<file path="src/rtl/sysfir_pkg.sv">
package sysfir_pkg;
  localparam int CTL_W = 3;

  typedef enum logic [1:0] {
    OP_IDLE = 2'd0,
    OP_LOAD = 2'd1,
    OP_FILL = 2'd2,
    OP_COMP = 2'd3
  } op_e;

  // op occupies bits [1:0], write bit is bit 2
  typedef struct packed {
    logic wr_coef;
    op_e  op;
  } ctl_t;
endpackage

</file>
<file path="src/rtl/sysfir_src.sv">
module sysfir_src
  import sysfir_pkg::*;
#(
  parameter int DW = 16
) (
  input  ctl_t          ctl_i,
  input  logic [DW-1:0] wgt_i,
  input  logic [DW-1:0] smp_i,
  output logic [DW-1:0] dat_o
);
  always_comb begin
    unique case (ctl_i.op)
      OP_LOAD:          dat_o = wgt_i;
      OP_FILL, OP_COMP: dat_o = smp_i;
      default:          dat_o = '0;
    endcase
  end
endmodule

</file>
<file path="src/rtl/sysfir_dly.sv">
module sysfir_dly #(
  parameter int W     = 16,
  parameter int DEPTH = 2
) (
  input  logic         clk_i,
  input  logic         rst_ni,
  input  logic [W-1:0] d_i,
  output logic [W-1:0] q_o
);
  logic [W-1:0] q [DEPTH];

  always_ff @(posedge clk_i or negedge rst_ni) begin
    if (!rst_ni) begin
      for (int i = 0; i < DEPTH; i++) q[i] <= '0;
    end else begin
      q[0] <= d_i;
      for (int i = 1; i < DEPTH; i++) q[i] <= q[i-1];
    end
  end

  assign q_o = q[DEPTH-1];
endmodule

</file>
<file path="src/rtl/sysfir_stage.sv">
module sysfir_stage
  import sysfir_pkg::*;
#(
  parameter int DW = 16,
  parameter int AW = 32
) (
  input  logic          clk_i,
  input  logic          rst_ni,
  input  ctl_t          ctl_i,
  input  logic [DW-1:0] dat_i,
  input  logic [AW-1:0] psum_i,
  output logic [AW-1:0] psum_o
);
  logic [DW-1:0]          coef_q;
  logic signed [2*DW-1:0] prod;

  assign prod = $signed(dat_i) * $signed(coef_q);

  always_ff @(posedge clk_i or negedge rst_ni) begin
    if (!rst_ni) begin
      coef_q <= '0;
      psum_o <= '0;
    end else begin
      if (ctl_i.wr_coef) coef_q <= dat_i;
      psum_o <= psum_i + AW'(prod);  // wraps, no saturation
    end
  end
endmodule

</file>
<file path="src/rtl/sysfir_top.sv">
module sysfir_top
  import sysfir_pkg::*;
#(
  parameter int NW = 4,
  parameter int DW = 16,
  parameter int AW = 32
) (
  input  logic             clk_i,
  input  logic             rst_ni,
  input  logic [CTL_W-1:0] ctl_i,
  input  logic [DW-1:0]    wgt_i,
  input  logic [DW-1:0]    smp_i,
  output logic [AW-1:0]    res_o,
  output logic             res_valid_o
);
  // window entries advance two registers per stage, sums one
  localparam int SKEW = 2;

  logic [CTL_W-1:0] ctl_ch  [NW];
  logic [DW-1:0]    dat_ch  [NW];
  logic [AW-1:0]    psum_ch [NW+1];
  logic             vld_q;

  assign ctl_ch[0]  = ctl_i;
  assign psum_ch[0] = '0;

  sysfir_src #(.DW(DW)) u_src (
    .ctl_i (ctl_t'(ctl_ch[0])),
    .wgt_i (wgt_i),
    .smp_i (smp_i),
    .dat_o (dat_ch[0])
  );

  for (genvar s = 0; s < NW; s++) begin : g_st
    sysfir_stage #(.DW(DW), .AW(AW)) u_stage (
      .clk_i  (clk_i),
      .rst_ni (rst_ni),
      .ctl_i  (ctl_t'(ctl_ch[s])),
      .dat_i  (dat_ch[s]),
      .psum_i (psum_ch[s]),
      .psum_o (psum_ch[s+1])
    );
    if (s < NW-1) begin : g_fwd
      sysfir_dly #(.W(DW), .DEPTH(SKEW)) u_dat (
        .clk_i (clk_i),
        .rst_ni(rst_ni),
        .d_i   (dat_ch[s]),
        .q_o   (dat_ch[s+1])
      );
      sysfir_dly #(.W(CTL_W), .DEPTH(1)) u_ctl (
        .clk_i (clk_i),
        .rst_ni(rst_ni),
        .d_i   (ctl_ch[s]),
        .q_o   (ctl_ch[s+1])
      );
    end
  end

  // valid travels with the last stage's word; op sits in bits [1:0]
  always_ff @(posedge clk_i or negedge rst_ni) begin
    if (!rst_ni) vld_q <= 1'b0;
    else         vld_q <= (op_e'(ctl_ch[NW-1][1:0]) == OP_COMP);
  end

  assign res_o       = psum_ch[NW];
  assign res_valid_o = vld_q;
endmodule


</file>
<file path="config.mk">
export PLATFORM = sky130hd
export DESIGN_NAME = sysfir_top
export DESIGN_NICKNAME = d
export VERILOG_FILES = /design/src/rtl/sysfir_pkg.sv /design/src/rtl/sysfir_src.sv /design/src/rtl/sysfir_dly.sv /design/src/rtl/sysfir_stage.sv /design/src/rtl/sysfir_top.sv
export SDC_FILE = /design/constraint.sdc
export NUM_CORES = 2
export LEC_CHECK = 0
export ABC_AREA = 1
export BUFFER_PORTS_ARGS = -buffer_cell sky130_fd_sc_hd__buf_2
export CAP_MARGIN = 25
export CORE_UTILIZATION = 45
export DETAILED_ROUTE_END_ITERATION = 8
export GPL_ROUTABILITY_DRIVEN = 0
export GPL_TIMING_DRIVEN = 1
export HOLD_SLACK_MARGIN = 0.03
export PLACE_DENSITY = 0.63
export SLEW_MARGIN = 20
export SYNTH_ARGS = -nofsm -noshare
export SYNTH_HDL_FRONTEND = slang
export SYNTH_SLANG_ARGS = --single-unit
</file>
<file path="constraint.sdc">
create_clock -name clk_i -period 15.6 [get_ports clk_i]
set_clock_uncertainty 0.05 [all_clocks]
set_input_delay 1.56 -clock clk_i [delete_from_list [all_inputs] [get_ports clk_i]]
set_output_delay 1.56 -clock clk_i [all_outputs]
set_load 0.02 [all_outputs]
</file>
# Word level (Yosys, flattened, before mapping)
# Index checks and enable logic that the tools add are counted.
dict set report word_totals {
  reg_bits 298
  input_bits 37
  out_inout_bits 33
  word_cells 31
}
dict set report classes {
  addsub 3
  n_mul 4
  eq_ne 4
  muxes 1
  n_reduce_logical 1
}
# op count
set ops {}
lappend ops {{16-bit by 16-bit multiplier with 32-bit output} 4}
lappend ops {{32-bit adder} 3}
lappend ops {{16-bit case mux with 2 select lines} 1}
lappend ops {{2-bit == test (second input constant)} 3}
lappend ops {{2-bit by 1-bit == test with 1-bit output (second input constant)} 1}
lappend ops {{2-bit OR reduction} 1}

# Logic depth before layout (Yosys ltp)
dict set report depth {
  ltp_word 4
  ltp_mapped 32
  mapped_depth_nobuf 31
}

# By module
# Synthesis repeated with hierarchy kept, for this count alone.
dict set report unflattened {
  cells_unflattened 6553
  area_unflattened_um2 55567.0
}
# module instances cells_per_inst area_each_um2 seq_area_each_um2
set modules_own_cells {}
lappend modules_own_cells {{sysfir_stage at g_st[1].u_stage ...} 2 1579 12998.7 1201.2}
lappend modules_own_cells {{sysfir_stage at g_st[3].u_stage} 1 1601 13095.1 1201.2}
lappend modules_own_cells {{sysfir_stage at g_st[0].u_stage} 1 1583 13091.3 1201.2}
lappend modules_own_cells {{sysfir_dly at g_st[0].g_fwd.u_dat ...} 3 48 920.9 800.8}
lappend modules_own_cells {sysfir_src 1 54 359.1 0.0}
lappend modules_own_cells {{sysfir_dly at g_st[0].g_fwd.u_ctl ...} 3 3 75.1 75.1}
lappend modules_own_cells {sysfir_top 1 4 36.3 25.0}

# Least setup slack after synthesis
# Ideal clock, no wire load.
dict set report synth_path {
  kind {in2reg}
  startpoint {input port ctl_i[1]}
  endpoint {register g_st[0].u_stage.psum_o[30]}
  setup_ps 117
  arrival_ps 6858
  required_ps 15433
  setup_slack_ps 8575
  stages 24
  path_buffers 1
  path_cell_list {inv_2 > nand2_1 > inv_2 > nand2_1 > nand2_2 > inv_2 > buf_2 > nor2_1 > fa_1 > fa_1 > fa_1 > fa_1 > inv_1 > fa_1 > inv_1 > fa_1 > ha_1 > inv_1 > nor3_1 > nand2_1 > nor4_1 > nand2_1 > nand3_1 > nand2_1}
}
# item line
set synth_rtl {}
lappend synth_rtl {{start, declared} sysfir_top.sv:10} ;# input logic [CTL_W-1:0] ctl_i,
lappend synth_rtl {{end signal, assigned} sysfir_stage.sv:25} ;# psum_o <= psum_i + AW'(prod);
lappend synth_rtl {{end, declared} sysfir_stage.sv:12} ;# output logic [AW-1:0] psum_o

==> impl_metrics.env <==
export IMPL_drive_above_1_share_pct=5.05
export IMPL_cts_hold_buf=0
export IMPL_start_util_pct=45.3
export IMPL_ys_types=46
export IMPL_synth_area_leaders="fa_1, dfrtp_1, inv_1, nand2_1, ha_1"
export IMPL_core_um2=116000
export IMPL_synthArstFlopShare_pct=100
export IMPL_insertion_delay_ps=590
export IMPL_htree_num_levels=2
export IMPL_route_detailed_drc=0
export IMPL_antenna_found_initial=1
export IMPL_cp_endpoint="g_st[0].u_stage.psum_o[30]$_DFF_PN0_"
export IMPL_cpPeakStageDelay_ps=950
export IMPL_cp_common_cell="fa_1"
export IMPL_period_needed_ps=7460
export IMPL_synth_nets=7544
export IMPL_ys_warnings_count=0
export IMPL_cts_tree="done"
export IMPL_rr_startpoint="g_st[0].g_fwd.u_dat.q_o[15]$_DFF_PN0_"
export IMPL_synthesis_area_um2=52600
export IMPL_synth_top_area_share_pct=43.3
export IMPL_worstSetupStartpointType="primary input"
export IMPL_required_ps=16020
export IMPL_slew_headroom_pct=32.4
export IMPL_place_worst_setup_slack_ps=7600
export IMPL_synth_top_cell_by_area="fa_1"
export IMPL_wirelength_um=133000
export IMPL_clk_pin_slew_ps=60
export IMPL_dp_hpwl_um=109000
export IMPL_area_growth_pct=5.52
export IMPL_track_usage_pct=23.7
export IMPL_grt_overflow=0
export IMPL_die_area_um2=118000
export IMPL_fin_area_um2=55500
export IMPL_die_y_um=344
export IMPL_cts_sinks=298
export IMPL_setup_viol=0
export IMPL_fp_dieW_um=344
export IMPL_drt_initial_drc_count=2284
export IMPL_critPathMaxFanout=13
export IMPL_ant_nets=0
export IMPL_vias=37605
export IMPL_cp_slowest_cell="fa_1"
export IMPL_syn_area_per_cell_um2=8.77
export IMPL_reg2regPathDepth=19
export IMPL_rr_endpoint="g_st[1].u_stage.psum_o[31]$_DFF_PN0_"
export IMPL_cts_root_buf="clkbuf_16"
export IMPL_first_pass_iters=8
export IMPL_finalSetupTns_ps=0
export IMPL_synth_seq_cells=298
export IMPL_critical_path_class="in -> reg"
export IMPL_nets=7448
export IMPL_grt_max_degree=99
export IMPL_min_path_type="reg -> reg"
export IMPL_hold_path_depth=0
export IMPL_port_buffers=69
export IMPL_rrSetupSlack_ps=8450
export IMPL_worst_pin_slew_ps=1010
export IMPL_crit_chain="buf_2 > inv_2 > nand2_1 > inv_2 > nand2_1 > nand2_2 > inv_2 > nor2_1 > fa_1 > fa_1 > fa_1 > fa_1 > inv_1 > fa_1 > inv_1 > fa_1 > ha_1 > inv_1 > nor3_1 > nand2_1 > nor4_1 > nand2_1 > nand3_1 > nand2_1"
export IMPL_ys_top_cells_by_count="inv_1, nand2_1, fa_1"
export IMPL_post_drt_wl_per_cell_um=17.8
export IMPL_ctsResizeCount=0
export IMPL_post_synth_top_count_cell="inv_1"
export IMPL_vias_per_cell=5.05
export IMPL_crit_start="ctl_i[1]"
export IMPL_rows=125
export IMPL_grt_pass1_wl_um=219000
export IMPL_whs_ps=295
export IMPL_dpl_instance_area_um2=54100
export IMPL_clk_path_buf_depth=3
export IMPL_n_fill_cell=11079
export IMPL_cp_arrival_ps=7880
export IMPL_outcome="completed"
export IMPL_final_max_slew_viol_count=0
export IMPL_synth_edf_count=0
export IMPL_worst_slack_ps=8140
export IMPL_cp_end_kind="register"
export IMPL_netlist_instances=5993
export IMPL_cts_setup_buffers=0
export IMPL_cap_violations=0
export IMPL_hold_violations=0
export IMPL_cts_buffers=37
export IMPL_fmax_mhz=134
export IMPL_grt_pass1_vias=41348
export IMPL_fin_crit_sh_pct=47.8
export IMPL_seq_area_frac_synth_pct=14.2
export IMPL_synth_ff_type="dfrtp_1"
export IMPL_pin_count=70
export IMPL_rsz0062_at_grt="false"
per-stage QoR:
stage          util, %  cells
6_report          47.8   7452
2_1_floorplan        -   5993
5_1_grt           47.8   7450
4_1_cts           47.7   7447
3_5_place_dp      46.6   7379
3_3_place_gp      46.6   7379
cells in the final DEF (no fill, tap or decap), drive strengths merged:
cell         n
a21boi       5
a21o        16
a21oi      122
a31oi        1
buf         91
bufinv       5
clkbuf      44
clkinv      14
clkinvlp     6
dfrtp      298
diode        2
fa        1138
ha         376
inv       1629
mux2        44
nand2     1390
nand2b       3
nand3      119
nand3b       7
nand4       29
nor2       292
nor3        23
nor4         7
o211ai       1
o21a         6
o21ai       82
o21bai      16
o22ai        4
or2         44
xnor2       30
xor2        84
registers in the layout (all words and copies together) (netlist names):
signal,cells
g_st.g_fwd.u_ctl.q_o,9
g_st.g_fwd.u_dat.q,48
g_st.u_stage.psum_o,128
res_valid_o,1
g_st.g_fwd.u_dat.q_o,48
g_st.u_stage.coef_q,64
layer usage:
layer / share of wire, % / vias to the layer above / routed length [µm] / track usage [%]
li1: - / 16945 / - / -
met1: 40 / 19283 / 53500 / 29.6
met2: 50 / 1096 / 65800 / 41.2
met3: 5.9 / 281 / 7820 / 3.77
met4: 4.2 / 0 / 5560 / 9.13
met5: 0 / - / 0 / 0
area by class of cell:
cell class                 count  area (µm²)  area share, %
multi-input combinational   3839       38100           68.7
sequential                   298        7460           13.4
inverter                    1630        6120           11.0
tap                         1524        1910           3.44
clock buffer                  44        1010           1.83
timing repair buffer          91         568           1.02
clock inverter                24         293          0.528
antenna                        2        5.00        0.00902
how the worst min path moves through the flow:
stage	end	slack [ps]	from
floorplan	g_st[0].g_fwd.u_dat.q_o[0]$_DFF_PN0_	280	g_st[0].g_fwd.u_dat.q[16]$_DFF_PN0_
global placement	g_st[1].g_fwd.u_dat.q_o[2]$_DFF_PN0_	280	g_st[1].g_fwd.u_dat.q[18]$_DFF_PN0_
detailed placement	g_st[1].g_fwd.u_dat.q_o[12]$_DFF_PN0_	280	g_st[1].g_fwd.u_dat.q[28]$_DFF_PN0_
CTS	g_st[1].g_fwd.u_dat.q_o[0]$_DFF_PN0_	290	g_st[1].g_fwd.u_dat.q[16]$_DFF_PN0_
global route	g_st[1].g_fwd.u_dat.q_o[4]$_DFF_PN0_	300	g_st[1].g_fwd.u_dat.q[20]$_DFF_PN0_
finish	g_st[1].g_fwd.u_dat.q_o[5]$_DFF_PN0_	290	g_st[1].g_fwd.u_dat.q[21]$_DFF_PN0_
logic make-up (layout without fill, tap and decap cells):
kind of cell	after synthesis	count (layout)	share of synthesized area, %
xor gates and xnor gates	114	114	1.91
muxes	44	44	0.942
adders and majority gates	1514	1514	52.3
and+or+nand+nor	1914	1914	14.7
AOI/OAI and AO/OA	253	253	2.70
DFF	298	298	14.2
buffers and inverters	1856	1789	13.3
other	0	2	0
worst max-delay path: cells and delay by family:
kind,cells,cell delay (ps)
fa+ha+maj,7,3940
buf+inv,7,840
simple gates,10,1520
Power is left out: the tool's default activity adds up to more than one toggle a clock period on the data nets, which glitch-free logic cannot reach.
